**src/rtl/spi_bridge_pkg.sv**
```systemverilog
package spi_bridge_pkg;

  // Strobes from control to datapath, all valid within one system cycle.
  typedef struct packed {
    logic capture;    // shift one MOSI bit in
    logic latchAddr;  // header complete: hold command and address
    logic rdStb;      // read strobe to the register bus
    logic wrStb;      // write strobe to the register bus
    logic loadMiso;   // take returned read data into the MISO shifter
    logic shiftMiso;  // advance MISO to the next data bit
    logic clear;      // select inactive: flush frame state
  } ctrlStrobesT;

endpackage

```
**src/rtl/spi_bridge_sync.sv**
```systemverilog
module spi_bridge_sync #(
  parameter int WIDTH = 3,
  parameter int STAGES = 2,
  parameter logic [WIDTH-1:0] RST_VAL = '0
) (
  input  logic             clk,
  input  logic             rstN,
  input  logic [WIDTH-1:0] asyncIn,
  output logic [WIDTH-1:0] syncOut
);

  logic [WIDTH-1:0] chain [STAGES];

  for (genvar s = 0; s < STAGES; s++) begin : gStage
    if (s == 0) begin : gFirst
      always_ff @(posedge clk or negedge rstN) begin
        if (!rstN) chain[s] <= RST_VAL;
        else       chain[s] <= asyncIn;
      end
    end else begin : gNext
      always_ff @(posedge clk or negedge rstN) begin
        if (!rstN) chain[s] <= RST_VAL;
        else       chain[s] <= chain[s-1];
      end
    end
  end

  assign syncOut = chain[STAGES-1];

endmodule

```
**src/rtl/spi_bridge_ctrl.sv**
```systemverilog
module spi_bridge_ctrl
  import spi_bridge_pkg::*;
#(
  parameter int HALF_W = 16,
  parameter int DATA_W = 16
) (
  input  logic        clk,
  input  logic        rstN,
  input  logic        sckSync,
  input  logic        csNSync,
  input  logic        cmdNow,
  input  logic        cmdHeld,
  output ctrlStrobesT strobes
);

  localparam int FRAME_W = HALF_W + DATA_W;
  localparam int CNT_W = $clog2(FRAME_W + 1);
  localparam logic [CNT_W-1:0] LAST_HDR = CNT_W'(HALF_W - 1);
  localparam logic [CNT_W-1:0] FIRST_DATA = CNT_W'(HALF_W);
  localparam logic [CNT_W-1:0] LAST_BIT = CNT_W'(FRAME_W - 1);
  localparam logic [CNT_W-1:0] FULL_CNT = CNT_W'(FRAME_W);

  logic             sckPrev;
  logic             csActive;
  logic             fallDet;
  logic             capture;
  logic             rdPend;
  logic [CNT_W-1:0] bitCnt;

  assign csActive = !csNSync;
  assign fallDet = csActive && sckPrev && !sckSync;
  assign capture = fallDet && (bitCnt < FULL_CNT);

  always_ff @(posedge clk or negedge rstN) begin
    if (!rstN) sckPrev <= 1'b0;
    else       sckPrev <= sckSync;
  end

  always_ff @(posedge clk or negedge rstN) begin
    if (!rstN)         bitCnt <= '0;
    else if (!csActive) bitCnt <= '0;
    else if (capture)  bitCnt <= bitCnt + 1'b1;
  end

  always_comb begin
    strobes = '0;
    strobes.clear     = !csActive;
    strobes.capture   = capture;
    strobes.latchAddr = capture && (bitCnt == LAST_HDR);
    strobes.rdStb     = capture && (bitCnt == LAST_HDR) && cmdNow;
    strobes.wrStb     = capture && (bitCnt == LAST_BIT) && !cmdHeld;
    strobes.loadMiso  = rdPend && csActive;
    strobes.shiftMiso = capture && (bitCnt >= FIRST_DATA);
  end

  always_ff @(posedge clk or negedge rstN) begin
    if (!rstN) rdPend <= 1'b0;
    else       rdPend <= strobes.rdStb;
  end

  AST_CNT_BOUND: assert property (@(posedge clk) disable iff (!rstN)
    bitCnt <= FULL_CNT);
  AST_CS_CLEARS: assert property (@(posedge clk) disable iff (!rstN)
    !csActive |=> bitCnt == '0);
  AST_RD_PULSE: assert property (@(posedge clk) disable iff (!rstN)
    strobes.rdStb |=> !strobes.rdStb);
  AST_LOAD_AFTER_RD: assert property (@(posedge clk) disable iff (!rstN)
    strobes.loadMiso |-> $past(strobes.rdStb));
  AST_WR_AT_END: assert property (@(posedge clk) disable iff (!rstN)
    strobes.wrStb |=> bitCnt == FULL_CNT);

endmodule

```
**src/rtl/spi_bridge_dp.sv**
```systemverilog
module spi_bridge_dp
  import spi_bridge_pkg::*;
#(
  parameter int HALF_W = 16,
  parameter int DATA_W = 16
) (
  input  logic              clk,
  input  logic              rstN,
  input  ctrlStrobesT       strobes,
  input  logic              mosiBit,
  input  logic [DATA_W-1:0] rdData,
  output logic              cmdNow,
  output logic              cmdHeld,
  output logic [HALF_W-2:0] regAddr,
  output logic [DATA_W-1:0] regWdata,
  output logic              misoOut
);

  localparam int SR_W = (HALF_W > DATA_W) ? HALF_W : DATA_W;

  logic [SR_W-1:0]   inSr;
  logic [SR_W-1:0]   nextSr;
  logic [HALF_W-1:0] hdrHold;
  logic [DATA_W-1:0] misoSr;

  assign nextSr = {inSr[SR_W-2:0], mosiBit};

  always_ff @(posedge clk or negedge rstN) begin
    if (!rstN)                inSr <= '0;
    else if (strobes.clear)   inSr <= '0;
    else if (strobes.capture) inSr <= nextSr;
  end

  always_ff @(posedge clk or negedge rstN) begin
    if (!rstN)                  hdrHold <= '0;
    else if (strobes.clear)     hdrHold <= '0;
    else if (strobes.latchAddr) hdrHold <= nextSr[HALF_W-1:0];
  end

  // Command bit sits one below the header width until the last header bit lands.
  assign cmdNow = inSr[HALF_W-2];
  assign cmdHeld = hdrHold[HALF_W-1];

  // During a read strobe the address still includes the bit arriving now.
  assign regAddr = strobes.rdStb ? nextSr[HALF_W-2:0] : hdrHold[HALF_W-2:0];
  assign regWdata = nextSr[DATA_W-1:0];

  always_ff @(posedge clk or negedge rstN) begin
    if (!rstN)                  misoSr <= '0;
    else if (strobes.clear)     misoSr <= '0;
    else if (strobes.loadMiso)  misoSr <= rdData;
    else if (strobes.shiftMiso) misoSr <= {misoSr[DATA_W-2:0], 1'b0};
  end

  assign misoOut = misoSr[DATA_W-1];

  AST_MISO_QUIET: assert property (@(posedge clk) disable iff (!rstN)
    $past(strobes.clear) |-> !misoOut);
  AST_MISO_LOAD: assert property (@(posedge clk) disable iff (!rstN)
    $past(strobes.loadMiso) |-> misoOut == $past(rdData[DATA_W-1]));

endmodule

```
**src/rtl/spi_reg_bridge.sv**
```systemverilog
module spi_reg_bridge
  import spi_bridge_pkg::*;
#(
  parameter int ADDR_W = 15,
  parameter int DATA_W = 16,
  parameter int SYNC_STAGES = 2
) (
  input  logic              clk,
  input  logic              rstN,
  input  logic              sckIn,
  input  logic              csNIn,
  input  logic              mosiIn,
  output logic              misoOut,
  output logic [ADDR_W-1:0] regAddr,
  output logic [DATA_W-1:0] regWdata,
  output logic              regWr,
  output logic              regRd,
  input  logic [DATA_W-1:0] regRdata
);

  localparam int HALF_W = ADDR_W + 1;

  logic [2:0]  syncVec;
  ctrlStrobesT strobes;
  logic        cmdNow;
  logic        cmdHeld;

  spi_bridge_sync #(
    .WIDTH(3),
    .STAGES(SYNC_STAGES),
    .RST_VAL(3'b010)
  ) uSync (
    .clk(clk),
    .rstN(rstN),
    .asyncIn({sckIn, csNIn, mosiIn}),
    .syncOut(syncVec)
  );

  spi_bridge_ctrl #(
    .HALF_W(HALF_W),
    .DATA_W(DATA_W)
  ) uCtrl (
    .clk(clk),
    .rstN(rstN),
    .sckSync(syncVec[2]),
    .csNSync(syncVec[1]),
    .cmdNow(cmdNow),
    .cmdHeld(cmdHeld),
    .strobes(strobes)
  );

  spi_bridge_dp #(
    .HALF_W(HALF_W),
    .DATA_W(DATA_W)
  ) uDp (
    .clk(clk),
    .rstN(rstN),
    .strobes(strobes),
    .mosiBit(syncVec[0]),
    .rdData(regRdata),
    .cmdNow(cmdNow),
    .cmdHeld(cmdHeld),
    .regAddr(regAddr),
    .regWdata(regWdata),
    .misoOut(misoOut)
  );

  assign regWr = strobes.wrStb;
  assign regRd = strobes.rdStb;

endmodule

```
**config.mk**
```make
export PLATFORM = sky130hd
export DESIGN_NAME = spi_reg_bridge
export DESIGN_NICKNAME = d
export VERILOG_FILES = /design/src/rtl/spi_bridge_pkg.sv /design/src/rtl/spi_bridge_sync.sv /design/src/rtl/spi_bridge_ctrl.sv /design/src/rtl/spi_bridge_dp.sv /design/src/rtl/spi_reg_bridge.sv
export SDC_FILE = /design/constraint.sdc
export NUM_CORES = 1
export LEC_CHECK = 0
export ABC_AREA = 1
export BUFFER_PORTS_ARGS = -buffer_cell sky130_fd_sc_hd__buf_2
export CAP_MARGIN = 20
export CORE_UTILIZATION = 55
export CTS_CLUSTER_SIZE = 12
export DETAILED_ROUTE_END_ITERATION = 16
export GPL_ROUTABILITY_DRIVEN = 0
export HOLD_SLACK_MARGIN = 0.1
export PLACE_DENSITY = 0.79
export SYNTH_ARGS = -nofsm -noshare
export SYNTH_HDL_FRONTEND = slang
export SYNTH_HIERARCHICAL = 1
export SYNTH_SLANG_ARGS = --single-unit
```
**constraint.sdc**
```tcl
create_clock -name clk -period 4.5 [get_ports clk]
set_input_delay 0.675 -clock clk [delete_from_list [all_inputs] [get_ports clk]]
set_output_delay 0.675 -clock clk [all_outputs]
set_load 0.005 [all_outputs]
```
==> key figures, run 1 <==
Power and ir drop
  – Clk pwr share: between 30% and 40%
  – Combinational power share: under 10%
  – Sequential share of power: a little under three fifths
  – Cell-internal power: around 0.00079 W
  – Peak VDD IR: approximately 0.19 mV
  – Power density cells: 319.4 nW/um^2
  – Sw power: 0.0002429 W
  – Switching Share: 23.51%
  – Leak: between 1.5 and 2 nW

GRT
  – GRT Util Overall: about a quarter
  – Largest net degree at the start of global routing: 62
  – Total gr overflow: 0
  – Vias in the first global route: 2,161
  – Initial antenna violation count: 0
  – First-pass GRT wire length: a little under 10,000 um

Synth
  – Post-synthesis compound-gate area fraction: under 10%
  – Synth Area in XOR/XNOR: less than 1%
  – Mux contribution to synthesized area: 0%
  – Mapped Nets: approximately 380
  – Ys Warns: 6
  – Synth Register Bits: between 60 and 70
  – Syn Std Cell Area: ~2800 sq um
  – Avg Cell Area, Syn: 7.974 sq um
  – Unique masters post-synth: 20
  – Adder-cell share of the synthesized area: less than 1%
  – Post-synthesis cell count: between 300 and 400
  – Simple-gate area share of the yosys netlist: 28.19%
  – Seq/Total Area, Yosys: a little over half
  – Largest family of logic cells by synthesized area: simple AND/OR/NAND/NOR gates

Min path
  – Worst min path class: reg -> reg

Setup path
  – Critical path type: reg -> out
  – Crit path buffers/inverters: 2
  – Top delay family on crit path: simple AND/OR/NAND/NOR gates
  – Worst setup EP type: output pin
  – Cell Chain, Critical Path: inv_2, nand3_4, nor2_4, nand3_2, nor2_2, o21ai_0, buf_2
  – Critical path arrival: between 2 and 2.5 ns
  – Max FO, Critical Path: 32
  – Critical path's slowest cell: nor2_2
  – Max incr delay on CP: 0.78 ns
  – Req. time, crit path: between 3 and 4 ns
  – Startpoint Class: register

Clocking
  – CTS max path bufs: 2
  – Post-CTS setup buffers: 0
  – Total CTS buffers: 9
  – Root Driver: clkbuf_8
  – CTS resizes: 0
  – Clock transition at path regs: approximately 0.060 ns
  – CTS tree: built
  – H-Tree Level Count: 3
  – Clk sinks: 61
  – Clock Latency Late Sink: approximately 0.33 ns
  – Cts hold-fix bufs: 0

Drt
  – Vias: ~2,400
  – DR pass1 iterations: 4
  – Avg Vias per Cell: 5.087
  – Post-route ant nets: 0
  – Routed wire per std cell: 12.46 um
  – # DRC: 0
  – DRT iter0 DRCs: around 210
  – Final WL: just under 6000 um

STA
  – Setup TNS: 0 ns
  – Fin. max-slew vios: 0
  – RSZ-0062 raised after global routing: no
  – Worst slew margin: 29.61%
  – Final hold violations: 0
  – Final Skew: around 0.010 ns
  – Final critical-path required period: about 3.1 ns
  – Fmax: 0.3187 GHz
  – Final Cycle Share: 69.73%
  – Final setup violation count: 0
  – Worst-margin pin slew: approximately 1.1 ns

Placement
  – Placed wire-length estimate: 3696 um
  – DP Cell Count: 455
  – I/O Buffers: 54

Die
  – Core box area: slightly below 5000 sq um
  – Die H: about 74 um
  – IO Count: 55
  – FP Rows: 25
  – Initial Util: approximately 59%
  – Die area: about 5400 sq um
  – Die X: 73.64 um

Finish
  – Area growth, synth to finish: 14.63%
  – Diodes inserted: 0
  – Share of layout cells above drive strength 1: 19.26%
  – Fin nets: around 420
  – Final Non-Filler Cells: 472

Run status
  – Status: finished, final reports clean

Flow run
  – Max_cap viols: 0
logic make-up (layout without fill, tap and decap cells):
family / Yosys count / after routing
AOI/OAI and AO/OA: 48 / 48
and+or+nand+nor: 193 / 193
xor gates and xnor gates: 1 / 1
buffers and inverters: 50 / 101
adders and majority gates: 1 / 1
DFF: 61 / 61
routing by layer:
metal | GRT usage [%] | vias to the layer above | wire length [um]
met4 | 11.54 | 0 | 85
met1 | 30.98 | 1126 | 2736
li1 | - | 1197 | -
met2 | 38.53 | 70 | 2773
met3 | 6.036 | 8 | 284
met5 | 0 | - | 0
final cells by class:
cell class | instances | area (sq um)
clock buffer | 14 | 152.6
clock inverter | 2 | 12.51
fill | 436 | 1582
inverter | 28 | 105.1
multi-input combinational | 243 | 1060
sequential | 61 | 1529
tap | 67 | 83.83
timing repair buffer | 57 | 292.8
cell usage after synthesis:
| master | instances | area share [%] |
|---|---|---|
| nand2_1 | 152 | 20 |
| dfrtp_1 | 59 | 52 |
| o21ai_0 | 45 | 8.0 |
| inv_1 | 26 | 3.5 |
| nand3_1 | 21 | 3.7 |
| buf_4 | 10 | 2.7 |
| nor2_1 | 10 | 1.3 |
| buf_2 | 7 | 1.2 |
| clkbuf_1 | 5 | 0.66 |
| nand4_1 | 5 | 1.1 |
| a21oi_1 | 2 | 0.35 |
| dfstp_2 | 2 | 1.9 |
| inv_2 | 2 | 0.27 |
| nor2_2 | 2 | 0.44 |
| ha_1 | 1 | 0.44 |
| nand3_2 | 1 | 0.35 |
| nand3_4 | 1 | 0.62 |
| nor2_4 | 1 | 0.40 |
| o21a_1 | 1 | 0.27 |
| xnor2_1 | 1 | 0.31 |
power by group through the flow:
| stage | Sequential (W) | Combinational [W] | Clock, W |
|---|---|---|---|
| final | 0.000571 | 0.0000501 | 0.000412 |
| after global routing | 0.000572 | 0.0000588 | 0.000451 |
| after CTS | 0.000571 | 0.0000504 | 0.000421 |
| after detailed placement | 0.000581 | 0.0000502 | 0 |
| after global placement | 0.000580 | 0.0000502 | 0 |
| after floorplan | 0.000577 | 0.0000301 | 0 |
through the flow:
step                power [W]  util (%)  cell area (sq um)  setup slack, ns  hold WS (ns)
floorplan           0.0006072         -               2823            2.325        0.3312
global placement    0.0006299     63.58               3063            1.779        0.3344
detailed placement  0.0006311     63.58               3063            1.697        0.3363
CTS                  0.001042     67.01               3228            1.342        0.3510
global route         0.001082     67.17               3236            1.072        0.3529
finish               0.001033     67.17               3236            1.362        0.3497
sequential cells by signal, indices dropped and copies added (netlist names):
name,count
uCtrl/sckPrev,1
uDp/misoSr,16
uCtrl/bitCnt,6
uSync/chain,3
uDp/inSr,15
uCtrl/rdPend,1
uDp/hdrHold,16
uSync/syncOut,3
placed cells by master, fill, tap and decap left out, types with 2 or more instances in the layout:
cell,count
nor2_2,2
inv_1,26
inv_2,2
nand2_1,152
clkbuf_8,10
dfstp_2,2
clkbuf_1,4
buf_4,3
dfrtp_1,59
o21ai_0,45
nand3_1,21
nand4_1,5
a21oi_1,2
nor2_1,10
buf_2,54
path summary, 6_finish.rpt:
kind | startpoint | end | slack (ns) | depth (start not counted)
setup / recovery | uSync/syncOut[1] | regAddr[3] | 1.36 | 7
setup reg to reg | uSync/syncOut[1] | uDp/misoSr[9] | 2.49 | 6
min in group asynchronous | rstN | uDp/misoSr[15] | 0.50 | 2
max in group asynchronous | rstN | uDp/hdrHold[7] | 3.53 | 2
hold / removal | uSync/chain[5] | uSync/syncOut[2] | 0.35 | 0
hold reg to reg | uSync/chain[5] | uSync/syncOut[2] | 0.35 | 0
No activity file was read; power rests on OpenSTA's default activity.
==> run 2, diff against run 1 <==
clock period = 3 ns   (was 4.5 ns; I/O delays follow)
==> run 2 against run 1 <==
Final area is 2.9% higher; critical path depth is 2 higher; routed wire length is 1.1% lower; sequential share of layout area is 1.3 points lower; sequential power is 50% higher; hold slack worse by 0.14 ns; clock skew is 0.0029 ns lower; die area stayed put.
==> key figures, run 2 (same netlist as run 1, synthesis figures left out) <==
Die
  – IO Count: 55 (unchanged)
  – FP Rows: 25 (unchanged)
  – Core box area: 4817 sq um (unchanged)
  – Die area: 5423 sq um (unchanged)
  – Die H: 73.64 um (unchanged)
  – Die X: 73.64 um (unchanged)
  – Initial Util: 58.60% (unchanged)

Drt
  – DR pass1 iterations: 4 (unchanged)
  – Routed wire per std cell: 12.22 um (-1.9%)
  – # DRC: 0 (unchanged)
  – Final WL: 5816 um (-1.1%)
  – DRT iter0 DRCs: 208 (unchanged)
  – Post-route ant nets: 0 (unchanged)
  – Vias: 2,415 (+0.58%)
  – Avg Vias per Cell: 5.074 (-0.26%)

Setup path
  – Startpoint Class: register
  – Reg2reg setup slack: 1.05 ns (-1.44 ns)
  – Req. time, crit path: 2.55 ns (-1.28 ns)
  – Worst setup EP type: output pin
  – Cell Chain, Critical Path: ha_1, nand3_1, inv_1, nand3_2, nor2_2, buf_4, nand2_1, o21ai_0, buf_2
  – Critical path's slowest cell: dfrtp_1
  – Max incr delay on CP: 0.41 ns (-0.37 ns)
  – Reg-to-reg startpoint: uSync/syncOut[1]
  – Critical path arrival: 1.96 ns (-0.50 ns)
  – Reg-to-Reg End: uDp/misoSr[4]
  – Worst r2r path cells: 7 (+1)
  – Max FO, Critical Path: 32 (unchanged)
  – Critical path type: reg -> out

GRT
  – Total gr overflow: 0 (unchanged)
  – Largest net degree at the start of global routing: 51 (-18%)
  – Initial antenna violation count: 0 (unchanged)
  – First-pass GRT wire length: 9936 um (+0.99%)
  – Vias in the first global route: 2,260 (+4.6%)
  – GRT Util Overall: 24.56% (+0.39 points)

Finish
  – Fin util: 69.12% (+1.9 points)
  – Diodes inserted: 0 (unchanged)
  – Final Non-Filler Cells: 476 (+0.85%)
  – FF/Latch Area: 1529 sq um (unchanged)
  – Fin nets: 426 (+0.95%)
  – Commonest cells after routing, fill and taps aside: 152 x nand2_1, 59 x dfrtp_1, 54 x buf_2
  – Commonest non-fill, non-tap cell in the layout: nand2_1
  – Regs by FF count: uDp/hdrHold: 16 flops, uDp/misoSr: 16 flops, uDp/inSr: 15 flops
  – # fillers: 403 (-7.6%)
  – Share of layout cells above drive strength 1: 20.29% (+1.0 points)
  – Area of the multi-input gates: 1060 sq um (unchanged)
  – Area growth, synth to finish: 17.95%

Clocking
  – Total CTS buffers: 9 (unchanged)
  – Root Driver: clkbuf_8
  – Clock transition at path regs: 0.07 ns (about the same)
  – Post-CTS setup buffers: 0 (unchanged)
  – Clock Latency Late Sink: 0.34 ns (about the same)
  – CTS tree: built
  – CTS max path bufs: 2 (unchanged)
  – Clk sinks: 61 (unchanged)
  – Cts hold-fix bufs: 1 (+1)
  – CTS resizes: 0 (unchanged)
  – H-Tree Level Count: 3 (unchanged)

Power and ir drop
  – Peak VDD IR: 0.3139 mV (+68%)
  – Sequential share of power: 48.7% (-6.6 points)
  – Sw power: 0.0003778 W (+56%)
  – Clk pwr share: 46.7% (+6.8 points)
  – Combinational power share: 4.6% (-0.2 points)
  – Switching Share: 21.48% (-2.0 points)
  – Leak: 1.736 nW (+2.9%)
  – Cell-internal power: 0.001381 W (+75%)
  – Power density cells: 528.2 nW/um^2 (+65%)

STA
  – Fin. max-slew vios: 0 (unchanged)
  – Final Cycle Share: between 80% and 90%
  – Final hold violations: 0 (unchanged)
  – Setup ws final: 0.5937 ns (-0.7686 ns)
  – Worst-margin pin slew: 0.8202 ns (-0.2318 ns)
  – RSZ-0062 raised after global routing: no
  – Setup TNS: 0 ns (unchanged)
  – Final critical-path required period: about 2.4 ns
  – Hold WS: 0.2093 ns (-0.1404 ns)
  – Final Skew: 0.007516 ns (-0.002899 ns)
  – Worst slew margin: 45.26% (+16 points)
  – Fmax: about 0.42 GHz
  – Final setup violation count: 0 (unchanged)

Min path
  – Worst hold start: csNIn
  – Worst min path class: in -> reg
  – Worst Hold Depth: 1 (+1)
  – Endpoint, Worst Hold: uSync/chain[4]

Run status
  – Status: finished, final reports clean

Placement
  – Pre-CTS WS: 0.9514 ns (-0.7452 ns)
  – DP Cell Count: 459 (+0.88%)
  – I/O Buffers: 54 (unchanged)
  – Placed wire-length estimate: 3738 um (+1.1%)

Flow run
  – Max_cap viols: 0 (unchanged)
## run 2: cell count changes in the layout (fill, tap and decap cells not counted)
cell / before / now
buf_4: 3 / 6
bufinv_16: 0 / 2
clkbuf_1: 4 / 2
clkinv_2: 1 / 0
dlygate4sd3_1: 0 / 1
clkbuf_8: 10 / 11
## run 2: routing by layer
metal	wire, um	GRT usage (%)
met4	98	10.26
met1	2692	31.56
met2	2747	39.76
met5	0	0
met3	277	6.173
## run 2: area by class of cell
class | instances | share of cell area [%]
clock inverter | 3 | 2.029
inverter | 28 | 3.157
timing repair buffer | 61 | 9.771
tap | 67 | 2.518
clock buffer | 13 | 4.773
multi-input combinational | 243 | 31.83
sequential | 61 | 45.92
## run 2: stage by stage
stage                      power, W  area [sq um]
final                      0.001759          3329
after global placement    0.0009478          3093
after detailed placement  0.0009523          3093
after global routing       0.001819          3329
after floorplan           0.0009107          2823
after CTS                  0.001778          3329
## run 2: critical path, delay by kind of cell (launching register included)
| kind | cells | cell delay [ns] |
|---|---|---|
| buf+inv | 3 | 0.50 |
| flops | 1 | 0.41 |
| simple gates | 4 | 0.37 |
| compound gates | 1 | 0.08 |
| fa+ha+maj | 1 | 0.25 |
## run 2: worst max path at each step
stage	from	endpoint	slack, ns	cells after the start
floorplan	uSync/syncOut[1]	regAddr[10]	1.05	9
global placement	uSync/syncOut[1]	regAddr[6]	1.02	9
detailed placement	uSync/syncOut[1]	regAddr[5]	0.95	9
CTS	uCtrl/bitCnt[0]	regAddr[5]	0.58	9
global route	uCtrl/bitCnt[0]	regAddr[7]	0.37	9
finish	uCtrl/bitCnt[0]	regAddr[1]	0.59	9
## run 2: power by group through the flow
stage          Combinational, W  Sequential, W  Clock (W)
2_1_floorplan         0.0000451       0.000866          0
3_3_place_gp          0.0000786       0.000869          0
3_5_place_dp          0.0000816       0.000871          0
4_1_cts               0.0000826       0.000855   0.000840
5_1_grt               0.0000898       0.000859   0.000870
6_report              0.0000810       0.000856   0.000821
==> run 3, diff against run 2 <==
clock period = 2.4 ns   (was 3 ns; I/O delays follow)
==> run 3 against run 2 <==
Clock power grew 15%; routed wire length grew 7.0%; largest power group unchanged; critical endpoint is now regAddr[5]; clock-buffer cell count shrank 2; sequential share of layout area shrank 1.4 points; register-to-register slack lost 0.37 ns; non-clock buffer count grew 8; clock skew grew 0.0031 ns; critical path type unchanged; power grew 22%; sequential power grew 25%; critical path depth is the same.
==> key figures, run 3 (same netlist as run 1, synthesis figures left out) <==
GRT
  – Vias in the first global route: 2,255 (-0.22%)
  – GRT Util Overall: 25.05% (+0.49 points)
  – Total gr overflow: 0 (unchanged)
  – Largest net degree at the start of global routing: 41 (-20%)
  – First-pass GRT wire length: 10,150 um (+2.1%)
  – Initial antenna violation count: 0 (unchanged)

Setup path
  – Critical path type: reg -> out
  – Cell Chain, Critical Path: inv_4, nand3_4, nor2_4, nand3_2, nor2_4, buf_12, nand2_1, o21ai_0, buf_2
  – Worst r2r path cells: 8 (+1)
  – Top delay family on crit path: simple AND/OR/NAND/NOR gates
  – Worst path depth: 9 (unchanged)
  – Critical path destination: regAddr[5]
  – Startpoint Class: register
  – Critical path arrival: 1.90 ns (-0.06 ns)
  – Max incr delay on CP: 0.43 ns (+0.02 ns)
  – Reg2reg setup slack: 0.68 ns (-0.37 ns)
  – CP dominant cell by count: nor2_4
  – Crit path buffers/inverters: 3 (unchanged)
  – Reg-to-reg startpoint: uSync/syncOut[1]
  – Critical path's slowest cell: dfstp_2
  – Req. time, crit path: 2.04 ns (-0.51 ns)
  – Reg-to-Reg End: uDp/misoSr[13]
  – Max FO, Critical Path: 16 (-50%)
  – Worst Setup SP: uSync/syncOut[1]
  – Worst setup EP type: output pin

Drt
  – Avg Vias per Cell: 5.089 (+0.30%)
  – DRT iter0 DRCs: 220 (+5.8%)
  – Vias: 2,463 (+2.0%)
  – DR pass1 iterations: 4 (unchanged)
  – Post-route ant nets: 0 (unchanged)
  – # DRC: 0 (unchanged)
  – Routed wire per std cell: 12.86 um (+5.2%)
  – Final WL: 6222 um (+7.0%)

Die
  – FP Rows: 25 (unchanged)
  – IO Count: 55 (unchanged)
  – Core box area: 4817 sq um (unchanged)
  – Die area: 5423 sq um (unchanged)
  – Initial Util: 58.60% (unchanged)
  – Die X: 73.64 um (unchanged)
  – Die H: 73.64 um (unchanged)

Min path
  – Worst Hold Depth: 1 (unchanged)
  – Worst min path class: in -> reg

STA
  – Final Skew: 0.01064 ns (+0.003129 ns)
  – Final setup violation count: 0 (unchanged)
  – Final critical-path required period: about 2.3 ns
  – Hold WS: 0.1217 ns (-0.08762 ns)
  – Worst-margin pin slew: 0.5393 ns (-0.2808 ns)
  – Final Cycle Share: about 94%
  – Worst slew margin: 64.05% (+19 points)
  – Fin. max-slew vios: 0 (unchanged)
  – Setup ws final: 0.1396 ns (-0.4540 ns)
  – Fmax: 0.4424 GHz
  – Final hold violations: 0 (unchanged)

Power and ir drop
  – Peak VDD IR: 0.4343 mV (+38%)
  – Power density cells: 626.7 nW/um^2 (+19%)
  – Leak: 1.778 nW (+2.4%)

Clocking
  – H-Tree Level Count: 3 (unchanged)
  – Total CTS buffers: 9 (unchanged)
  – Clk sinks: 61 (unchanged)
  – Clock transition at path regs: 0.07 ns (about the same)
  – Clock Latency Late Sink: 0.34 ns (about the same)
  – Root Driver: clkbuf_8
  – CTS tree: built
  – CTS max path bufs: 2 (unchanged)

Placement
  – Pre-CTS WS: 0.3095 ns (-0.6419 ns)
  – I/O Buffers: 54 (unchanged)
  – Post-detailed-placement cell area: 3105 sq um (+0.40%)
  – Placed wire-length estimate: 3744 um (+0.16%)

Finish
  – Diodes inserted: 0 (unchanged)
  – Fin util: 71.35% (+2.2 points)
  – Area growth, synth to finish: 21.76%
  – Cell area after layout: 3437 sq um (+3.2%)
  – Regs by FF count: uDp/hdrHold: 16 flops, uDp/misoSr: 16 flops, uDp/inSr: 15 flops
  – Commonest non-fill, non-tap cell in the layout: nand2_1
  – Fin nets: 434 (+1.9%)
  – Commonest cells after routing, fill and taps aside: 152 x nand2_1, 58 x dfrtp_1, 54 x buf_2
  – Share of layout cells above drive strength 1: 22.78% (+2.5 points)

Run status
  – Status: finished, final reports clean

Flow run
  – Max_cap viols: 0 (unchanged)
==> run 3: timing repair <==
item / in CTS / in global routing
hold buffers: 1 / 0
endpoints found under the hold margin: 21 / 0
buffers inserted: 0 / 6
setup endpoints to repair: 1 / 15
pin swaps: 0 / 2
gates cloned: 0 / 1
resized for setup: 1 / 7
==> run 3: worst min-delay path by stage <==
stage / start / endpoint / slack (ns)
floorplan: rstN / uCtrl/bitCnt[0] / 0.06
global placement: uSync/chain[3] / uSync/syncOut[0] / 0.34
detailed placement: uSync/chain[3] / uSync/syncOut[0] / 0.34
CTS: csNIn / uSync/chain[4] / 0.11
global route: csNIn / uSync/chain[4] / 0.11
finish: csNIn / uSync/chain[4] / 0.12
==> run 3: cell type report <==
class	count	area (sq um)
Sequential cell	61	1530
Fill cell	403	1380
Multi-Input combinational cell	243	1077
Timing Repair Buffer	69	427.9
Clock buffer	11	151.4
Inverter	28	107.6
Tap cell	67	83.83
Clock inverter	5	58.81
==> run 3: power by group <==
| group | internal [W] | leakage (nW) | switching, W |
|---|---|---|---|
| registers | 0.00105 | 0.831 | 0.0000209 |
| logic | 0.0000585 | 0.845 | 0.0000783 |
| clock network | 0.000536 | 0.102 | 0.000411 |
==> run 3: metal layers <==
metal  up-vias  share of wire (%)  track usage (%)
met3        14                4.6            4.527
met4         0                2.3            13.03
li1       1222                  -                -
met1      1146                 46            33.06
met5         -                  0                0
met2        81                 47            39.65
==> run 3: through the flow <==
step	total power (W)	setup TNS [ns]	cells
finish	0.002154	0	484
global route	0.002234	-0.04082	484
CTS	0.002134	0	476
detailed placement	0.001193	0	459
global placement	0.001190	0	459
floorplan	0.001138	0	354
==> run 3: worst reg2reg max path: cells and delay by family (launching register included) <==
family	cells	cell delay (ns)
buffers and inverters	3	0.54
flip-flops	1	0.65
AND/OR/NAND/NOR	5	0.47
